**config.mk**
```make
export PLATFORM = sky130hd
export DESIGN_NAME = hold_mode_ctrl
export DESIGN_NICKNAME = d
export VERILOG_FILES = /design/src/rtl/hold_mode_pkg.sv /design/src/rtl/hom_input_select.sv /design/src/rtl/hom_fsm.sv /design/src/rtl/hom_word_mux.sv /design/src/rtl/hold_mode_ctrl.sv
export SDC_FILE = /design/constraint.sdc
export NUM_CORES = 1
export LEC_CHECK = 0
export BUFFER_PORTS_ARGS = -buffer_cell sky130_fd_sc_hd__buf_2
export CAP_MARGIN = 10
export CORE_UTILIZATION = 45
export DETAILED_ROUTE_END_ITERATION = 10
export GPL_TIMING_DRIVEN = 0
export PLACE_DENSITY = 0.81
export SLEW_MARGIN = 5
export SYNTH_ARGS = -nofsm -noshare
export SYNTH_HDL_FRONTEND = slang
export SYNTH_HIERARCHICAL = 1
export SYNTH_SLANG_ARGS = --single-unit
```
**constraint.sdc**
```tcl
create_clock -name clk -period 2.94 [get_ports clk]
set_input_delay 0.294 -clock clk [delete_from_list [all_inputs] [get_ports clk]]
set_output_delay 0.294 -clock clk [all_outputs]
set_load 0.005 [all_outputs]
```
**src/rtl/hold_mode_pkg.sv**
```systemverilog
package hold_mode_pkg;

  typedef enum logic [1:0] {
    MD_FREE  = 2'd0,
    MD_LOCK  = 2'd1,
    MD_HOLD  = 2'd2,
    MD_REACQ = 2'd3
  } mode_e;

  typedef enum logic [1:0] {
    SRC_TRACK  = 2'd0,
    SRC_AVG    = 2'd1,
    SRC_FROZEN = 2'd2,
    SRC_RAMP   = 2'd3
  } src_e;

  function automatic logic [3:0] mode_onehot(mode_e m);
    return 4'b0001 << m;
  endfunction

  function automatic src_e pick_src(mode_e m, logic use_avg);
    case (m)
      MD_LOCK:  return SRC_TRACK;
      MD_HOLD:  return use_avg ? SRC_AVG : SRC_FROZEN;
      MD_REACQ: return SRC_RAMP;
      default:  return SRC_FROZEN;
    endcase
  endfunction

endpackage

```
**src/rtl/hom_input_select.sv**
```systemverilog
module hom_input_select #(
  parameter int N_IN = 4,
  parameter int IDXW = 2
) (
  input  logic [N_IN-1:0] los_i,
  input  logic [N_IN-1:0] oof_i,
  output logic [N_IN-1:0] vmask_o,
  output logic            any_valid_o,
  output logic [IDXW-1:0] best_idx_o
);

  // usable only with both flags low
  assign vmask_o     = ~(los_i | oof_i);
  assign any_valid_o = |vmask_o;

  // lowest usable index wins
  always_comb begin
    best_idx_o = '0;
    for (int i = N_IN - 1; i >= 0; i--) begin
      if (vmask_o[i]) best_idx_o = IDXW'(i);
    end
  end

endmodule

```
**src/rtl/hom_fsm.sv**
```systemverilog
module hom_fsm
  import hold_mode_pkg::*;
#(
  parameter int N_IN = 4,
  parameter int IDXW = 2
) (
  input  logic            clk,
  input  logic            rst,
  input  logic [N_IN-1:0] vmask_i,
  input  logic            any_valid_i,
  input  logic [IDXW-1:0] best_idx_i,
  input  logic            hist_valid_i,
  input  logic            ramp_done_i,
  output mode_e           mode_o,
  output logic [IDXW-1:0] sel_o,
  output logic            hold_flag_o,
  output logic            ramp_start_o,
  output logic            use_avg_o,
  output logic            frozen_en_o
);

  mode_e           st, nxt;
  logic [IDXW-1:0] sel, nsel;
  logic            restart;
  logic            sel_ok;
  logic            hold_entry;

  assign sel_ok      = vmask_i[sel];
  assign frozen_en_o = (st == MD_LOCK) && sel_ok;
  assign hold_entry  = (nxt == MD_HOLD) && (st != MD_HOLD);

  always_comb begin
    nxt     = st;
    nsel    = sel;
    restart = 1'b0;
    case (st)
      MD_FREE: begin
        if (any_valid_i) begin
          nxt  = MD_LOCK;
          nsel = best_idx_i;
        end
      end
      MD_LOCK: begin
        if (!sel_ok) begin
          if (any_valid_i) nsel = best_idx_i;
          else             nxt  = MD_HOLD;
        end
      end
      MD_HOLD: begin
        if (any_valid_i) begin
          nxt     = MD_REACQ;
          nsel    = best_idx_i;
          restart = 1'b1;
        end
      end
      default: begin
        if (!sel_ok) begin
          if (any_valid_i) begin
            nsel    = best_idx_i;
            restart = 1'b1;
          end else begin
            nxt = MD_HOLD;
          end
        end else if (ramp_done_i) begin
          nxt = MD_LOCK;
        end
      end
    endcase
  end

  always_ff @(posedge clk) begin
    if (rst) begin
      st           <= MD_FREE;
      sel          <= '0;
      hold_flag_o  <= 1'b0;
      ramp_start_o <= 1'b0;
      use_avg_o    <= 1'b0;
    end else begin
      st           <= nxt;
      sel          <= nsel;
      hold_flag_o  <= (nxt == MD_HOLD);
      ramp_start_o <= restart;
      if (hold_entry) use_avg_o <= hist_valid_i;
    end
  end

  assign mode_o = st;
  assign sel_o  = sel;

endmodule

```
**src/rtl/hom_word_mux.sv**
```systemverilog
module hom_word_mux
  import hold_mode_pkg::*;
#(
  parameter int WORD_W = 32
) (
  input  logic              clk,
  input  logic              rst,
  input  mode_e             mode_i,
  input  logic              use_avg_i,
  input  logic              frozen_en_i,
  input  logic [WORD_W-1:0] track_word_i,
  input  logic [WORD_W-1:0] avg_word_i,
  input  logic [WORD_W-1:0] ramp_word_i,
  output logic [WORD_W-1:0] word_o,
  output src_e              src_o
);

  logic [WORD_W-1:0] frozen_q;

  always_ff @(posedge clk) begin
    if (rst)              frozen_q <= '0;
    else if (frozen_en_i) frozen_q <= track_word_i;
  end

  assign src_o = pick_src(mode_i, use_avg_i);

  always_comb begin
    case (src_o)
      SRC_TRACK: word_o = track_word_i;
      SRC_AVG:   word_o = avg_word_i;
      SRC_RAMP:  word_o = ramp_word_i;
      default:   word_o = frozen_q;
    endcase
  end

endmodule

```
**src/rtl/hold_mode_ctrl.sv**
```systemverilog
module hold_mode_ctrl
  import hold_mode_pkg::*;
#(
  parameter int N_IN   = 4,
  parameter int WORD_W = 32,
  localparam int IDXW  = (N_IN > 1) ? $clog2(N_IN) : 1
) (
  input  logic              clk,
  input  logic              rst,
  input  logic [N_IN-1:0]   los_i,
  input  logic [N_IN-1:0]   oof_i,
  input  logic              hist_valid_i,
  input  logic              ramp_done_i,
  input  logic [WORD_W-1:0] track_word_i,
  input  logic [WORD_W-1:0] avg_word_i,
  input  logic [WORD_W-1:0] ramp_word_i,
  output logic [WORD_W-1:0] freq_word_o,
  output logic [1:0]        src_o,
  output logic [3:0]        mode_o,
  output logic [IDXW-1:0]   sel_o,
  output logic              holdover_o,
  output logic              ramp_start_o
);

  logic [N_IN-1:0] vmask;
  logic            any_valid;
  logic [IDXW-1:0] best_idx;
  mode_e           mode;
  logic            use_avg;
  logic            frozen_en;
  src_e            src;

  hom_input_select #(.N_IN(N_IN), .IDXW(IDXW)) u_sel (
    .los_i       (los_i),
    .oof_i       (oof_i),
    .vmask_o     (vmask),
    .any_valid_o (any_valid),
    .best_idx_o  (best_idx)
  );

  hom_fsm #(.N_IN(N_IN), .IDXW(IDXW)) u_fsm (
    .clk          (clk),
    .rst          (rst),
    .vmask_i      (vmask),
    .any_valid_i  (any_valid),
    .best_idx_i   (best_idx),
    .hist_valid_i (hist_valid_i),
    .ramp_done_i  (ramp_done_i),
    .mode_o       (mode),
    .sel_o        (sel_o),
    .hold_flag_o  (holdover_o),
    .ramp_start_o (ramp_start_o),
    .use_avg_o    (use_avg),
    .frozen_en_o  (frozen_en)
  );

  hom_word_mux #(.WORD_W(WORD_W)) u_mux (
    .clk          (clk),
    .rst          (rst),
    .mode_i       (mode),
    .use_avg_i    (use_avg),
    .frozen_en_i  (frozen_en),
    .track_word_i (track_word_i),
    .avg_word_i   (avg_word_i),
    .ramp_word_i  (ramp_word_i),
    .word_o       (freq_word_o),
    .src_o        (src)
  );

  assign mode_o = mode_onehot(mode);
  assign src_o  = src;

endmodule

```
======== Yosys cells after proc, flatten, opt, wreduce, memory -nomap -nowiden ========
Cells that the tools add are included.
storage, ports and cells
  output and inout bits ................... 42
  logic and storage cells ................. 47
  register bits ........................... 39
cells by class
  mux-type cells .......................... 22
  shift operators ......................... 1
  reduce and logical (&&, ||, !) cells .... 7
  equal/unequal tests ..................... 8
  bitwise operators ....................... 2
  magnitude comparators ................... 1
operators by type and width
  cell                                                                   count
  32-bit one-hot mux with 3 select lines                                 1
  2-bit two-way mux                                                      14
  2-bit one-hot mux with 3 select lines                                  2
  2-bit equality test, second input constant                             4
  2-bit by 1-bit equality test with 1-bit output, second input constant  2
  2-bit zero test                                                        2
  2-bit inequality test, second input constant                           2
  4-bit inverter                                                         1
  4-bit bitwise OR                                                       1
  2-bit OR reduction                                                     2
  4-bit OR reduction                                                     1
  1-bit by 2-bit left shift with 4-bit output, first input constant      1
  2-bit by 3-bit < comparator with 1-bit output, second input constant   1
  1-bit two-way mux                                                      3
  1-bit binary-select mux with 2-bit select                              1
  1-bit logical AND                                                      2
  1-bit one-hot mux with 2 select lines                                  1

======== Longest topological paths before layout ========
  word-level depth ........................ 9
  gate-level depth with buffers ........... 8
  depth with buffers taken out ............ 6

======== Modules after synthesis ========
Netlist, hierarchy kept.
modules (own cells, without submodules)
  module            instances  seq. area each (µm²)  cells each  area each (µm²)
  hom_word_mux      1          640.6                 255         2309.7
  hom_fsm           1          140.1                 32          345.3
  hom_input_select  1          0.0                   10          48.8
  hold_mode_ctrl    1          0.0                   4           26.3

======== Worst setup path after synthesis ========
Ideal clock, no wire load.
  path kind ............................... input -> register
  start point ............................. input port oof_i[2]
  end point ............................... register u_mux.frozen_q[0]
  path buffers ............................ 2
  required time ........................... 2812 ps
  cell stages on the path ................. 8
  slack ................................... 1214 ps
  arrival ................................. 1599 ps
  library setup time ...................... 128 ps
  cells stage by stage .................... nor2_1 mux2i_1 o22ai_1 and2_1 buf_2 buf_4 mux2i_1 nor2_1
on the way
  word-level cells in the longest chain between the ends .. 5
ends and longest elaborated chain
  item                                       line                    source
  start: declaration                         hold_mode_ctrl.sv:11    input logic [N_IN-1:0] oof_i,
  4-bit bitwise OR                           hom_input_select.sv:13  assign vmask_o = ~(los_i | oof_i);
  4-bit inverter                             hom_input_select.sv:13
  1-bit binary-select mux with 2-bit select  hom_fsm.sv:28           assign sel_ok = vmask_i[sel];
  1-bit two-way mux (not written as such)    hom_fsm.sv:28
  1-bit logical AND                          hom_fsm.sv:29           assign frozen_en_o = (st == MD_LOCK) && sel_ok;
  net frozen_en                              hold_mode_ctrl.sv:30    logic frozen_en;
  end signal: assignment                     hom_word_mux.sv:22      else if (frozen_en_i) frozen_q <= track_word_i;
  end: declaration                           hom_word_mux.sv:18      logic [WORD_W-1:0] frozen_q;
The timed path passes the listed nets, and every way through them passes these cells. The select of a mux whose other input is x is not followed.
A chain may end at the register's enable or synchronous reset.

======== Worst setup path after layout ========
  start point ............................. register u_fsm.st[0] (netlist: u_fsm/mode_o[0])
  end point ............................... register u_mux.frozen_q[26]
on the way
  word-level cells in the longest chain between the ends .. 2
ends and longest elaborated chain
  item                                            line                  source
  start: declaration                              hom_fsm.sv:22         mode_e st, nxt;
  start signal: assignment                        hom_fsm.sv:79         st <= nxt;
  2-bit by 1-bit equality test with 1-bit output  hom_fsm.sv:29
  1-bit logical AND                               hom_fsm.sv:29
  net frozen_en                                   hold_mode_ctrl.sv:30
The timed path passes the listed nets, and every way through them passes these cells.

==> impl_metrics.tcl <==
set metrics [dict create \
    drc 0 \
    cp-end-kind "flop" \
    ys_seq_area_share_pct 28.6 \
    min_path_type "input pin to flop" \
    coreArea_um2 5890 \
    avgSynthCellArea_um2 9.07 \
    wire_per_inst_um 13.7 \
    nNetsFinal 565 \
    clk_path_buf_depth 2 \
    grt_usage_pct 22.7 \
    cp-start-kind "flop" \
    routed_wl_mm 7.32 \
    slew_violations 0 \
    intPower_w 0.00112 \
    htreeDepth 2 \
    holdCritStartpoint "track_word_i[20]" \
    synth.area.top_cells "dfxtp_1 (29%), a221oi_2 (17%), mux2i_1 (13%), nor2_1 (9.8%), a21oi_1 (6.0%)" \
    ir_drop_uv 238 \
    synth_top_area_share_pct 28.6 \
    synthCells 301 \
    yosysTopAreaCell "dfxtp_1" \
    cts_made_buffers 5 \
    dieHeight_um 79.9 \
    grt_max_degree 15 \
    clock_skew_ns 0.00554 \
    cts_tree "built" \
    seqPwrFrac_pct 36.5 \
    ant_nets 0 \
    ys_warn_count 6 \
    maxCapViolCount 0 \
    io-pin-count 150 \
    netlist_area_um2 2730 \
    vias 2794 \
    final_cells 533 \
    p_sw_w 0.000435 \
    post_cts_buffers 0 \
    die_w_um 79.9 \
    finalCritPeriodShare_pct 72.1 \
    status "complete, no violations" \
    antenna_found_initial 0 \
    synthDistinctLibCells 43 \
    ctsHoldBuffers 0 \
    grt-ovfl-total 0 \
    clkLatencyLatePin_ns 0.30 \
    grt_first_pass_wirelength_mm 11.4 \
    dp_cells 525 \
    cts_root_buffer "clkbuf_8" \
    worst-path-max-fanout 14 \
    switching_share_pct 27.9 \
    first_iter_violations 63 \
    clkPwrFrac_pct 33.9 \
    timing.rr.start "u_fsm/mode_o[0]" \
    vias_per_cell 5.24 \
    crit_start "u_fsm/mode_o[0]" \
    grt_pass1_vias 2591 \
    cp.required_ns 3.10 \
    fillers 557 \
    die_area_um2 6380 \
    combPwrFrac_pct 29.6 \
    place_congestion 0.748 \
    worst_pin_slew_ns 0.473 \
    cts_resized 0 \
    reg2reg_depth 7 \
    ys_ff_latch 39 \
    hpwl_mm 5.76 \
    max_slew_margin_pct 68.4 \
    cts_sinks 39 \
    antenna_cells 0 \
    clk_pin_slew_ns 0.08 \
    min_period_ns 2.12 \
    rsz0062_at_grt "no" \
    setup_viol 0 \
    tns_ns 0 \
    path_class "flop to flop" \
    num_rows 28 \
    start_util_pct 46.4 \
    max_clock_freq_mhz 472 \
    power.density_nw_per_um2 421 \
    portBuffers 149 \
    drtPass1Iterations 4 \
    syn-num-nets 409 \
    syn_to_final_growth_pct 35.7 \
    p_leak_nw 1.69 \
    drive_gt1_share_pct 47.8 \
    hold_path_depth 3 \
    hold_violations 0 \
    arrival_ns 2.28 \
]
[Yosys cell counts]
cell type	count
nor2_1	71
dfxtp_1	39
mux2i_1	36
a21oi_1	33
a221oi_2	31
nor2b_1	23
and2b_1	9
buf_2	8
buf_4	6
nand2b_1	4
buf_12	3
clkbuf_1	3
buf_6	2
clkbuf_8	2
nand2_1	2
o22ai_1	2
a211oi_1	1
a21bo_2	1
a21o_1	1
a221oi_1	1
a31oi_1	1
and2_1	1
and2_2	1
and2_4	1
and2b_2	1
and3_1	1
buf_8	1
inv_1	1
inv_2	1
mux2_1	1
mux4_2	1
nor3_1	1
nor3b_2	1
o211ai_1	1
o21a_1	1
o21ai_0	1
o21ba_2	1
o221ai_1	1
o32a_1	1
or2_2	1
or2b_1	1
or3_1	1
or3b_1	1
[flip-flops by register name (all words and copies together), names as in the netlist]
name                cells
u_fsm/hold_flag_o       1
u_fsm/mode_o            2
u_fsm/ramp_start_o      1
u_fsm/sel_o             2
u_fsm/use_avg_o         1
u_mux/frozen_q         32
[path summary, 6_finish.rpt]
| kind | end | slack, ns |
|---|---|---|
| worst max-delay path | u_mux/frozen_q[26] | 0.82 |
| worst min-delay path | u_mux/frozen_q[20] | 0.25 |
| worst max register to register | u_mux/frozen_q[26] | 0.82 |
| worst min register to register | u_mux/frozen_q[7] | 0.49 |
[cell type report]
| cell class | instances | area, µm² | area share (%) |
|---|---|---|---|
| Timing Repair Buffer | 149 | 746 | 20.1 |
| Sequential cell | 39 | 781 | 21.1 |
| Clock inverter | 3 | 67.6 | 1.82 |
| Multi-Input combinational cell | 235 | 1720 | 46.4 |
| Clock buffer | 5 | 68.8 | 1.86 |
| Tap cell | 75 | 93.8 | 2.53 |
| Inverter | 2 | 7.51 | 0.203 |
| Buffer | 25 | 221 | 5.98 |
[kinds of logic after synthesis]
| family | synth area share [%] |
|---|---|
| buf+inv | 8.39 |
| mux | 14.4 |
| compound gates | 26.8 |
| simple gates | 21.8 |
| flops | 28.6 |
[per-stage QoR]
stage	total power [W]	hold slack [ns]	utilization [%]	setup WS, ns	cell area [µm²]
2_1_floorplan	0.000850	0.363	-	1.21	2730
3_3_place_gp	0.00103	0.472	60.7	0.877	3570
3_5_place_dp	0.00104	0.480	60.7	0.794	3570
4_1_cts	0.00158	0.242	63.0	0.821	3710
5_1_grt	0.00164	0.254	63.0	0.644	3710
6_report	0.00156	0.247	63.0	0.821	3710
[power by group through the flow]
stage | combinational [W] | clock [W] | sequential (W)
global placement | 0.000452 | 0 | 0.000579
CTS | 0.000465 | 0.000543 | 0.000569
global route | 0.000510 | 0.000557 | 0.000572
floorplan | 0.000273 | 0 | 0.000577
detailed placement | 0.000464 | 0 | 0.000581
finish | 0.000461 | 0.000529 | 0.000569
[per-layer routing]
layer | routed length, µm | part of all wire, % | vias up | GRT usage, %
met5 | 0 | 0 | - | 0
met4 | 104 | 1.4 | 0 | 6.07
met3 | 526 | 7.2 | 10 | 5.49
met2 | 3730 | 51 | 105 | 42.6
met1 | 2960 | 40 | 1282 | 25.2
li1 | - | - | 1397 | -
[layout by cell type (no fill, tap or decap), types with 2 or more instances in the layout]
| cell | instances |
|---|---|
| buf_2 | 157 |
| nor2_1 | 71 |
| dfxtp_1 | 39 |
| mux2i_1 | 36 |
| a21oi_1 | 33 |
| a221oi_2 | 31 |
| nor2b_1 | 23 |
| and2b_1 | 9 |
| clkbuf_8 | 7 |
| buf_4 | 6 |
| nand2b_1 | 4 |
| buf_12 | 3 |
| clkbuf_1 | 3 |
| bufinv_16 | 2 |
| nand2_1 | 2 |
| o22ai_1 | 2 |
| buf_6 | 2 |
[critical path, stage by stage, from the launching register on]
cell and delay, ns:
dfxtp_1 0.62, nand2b_1 0.18, o22ai_1 0.29, and2_1 0.17
buf_2 0.17, buf_4 0.25, mux2i_1 0.25, nor2_1 0.07
Power figures use the tool's default switching activity.
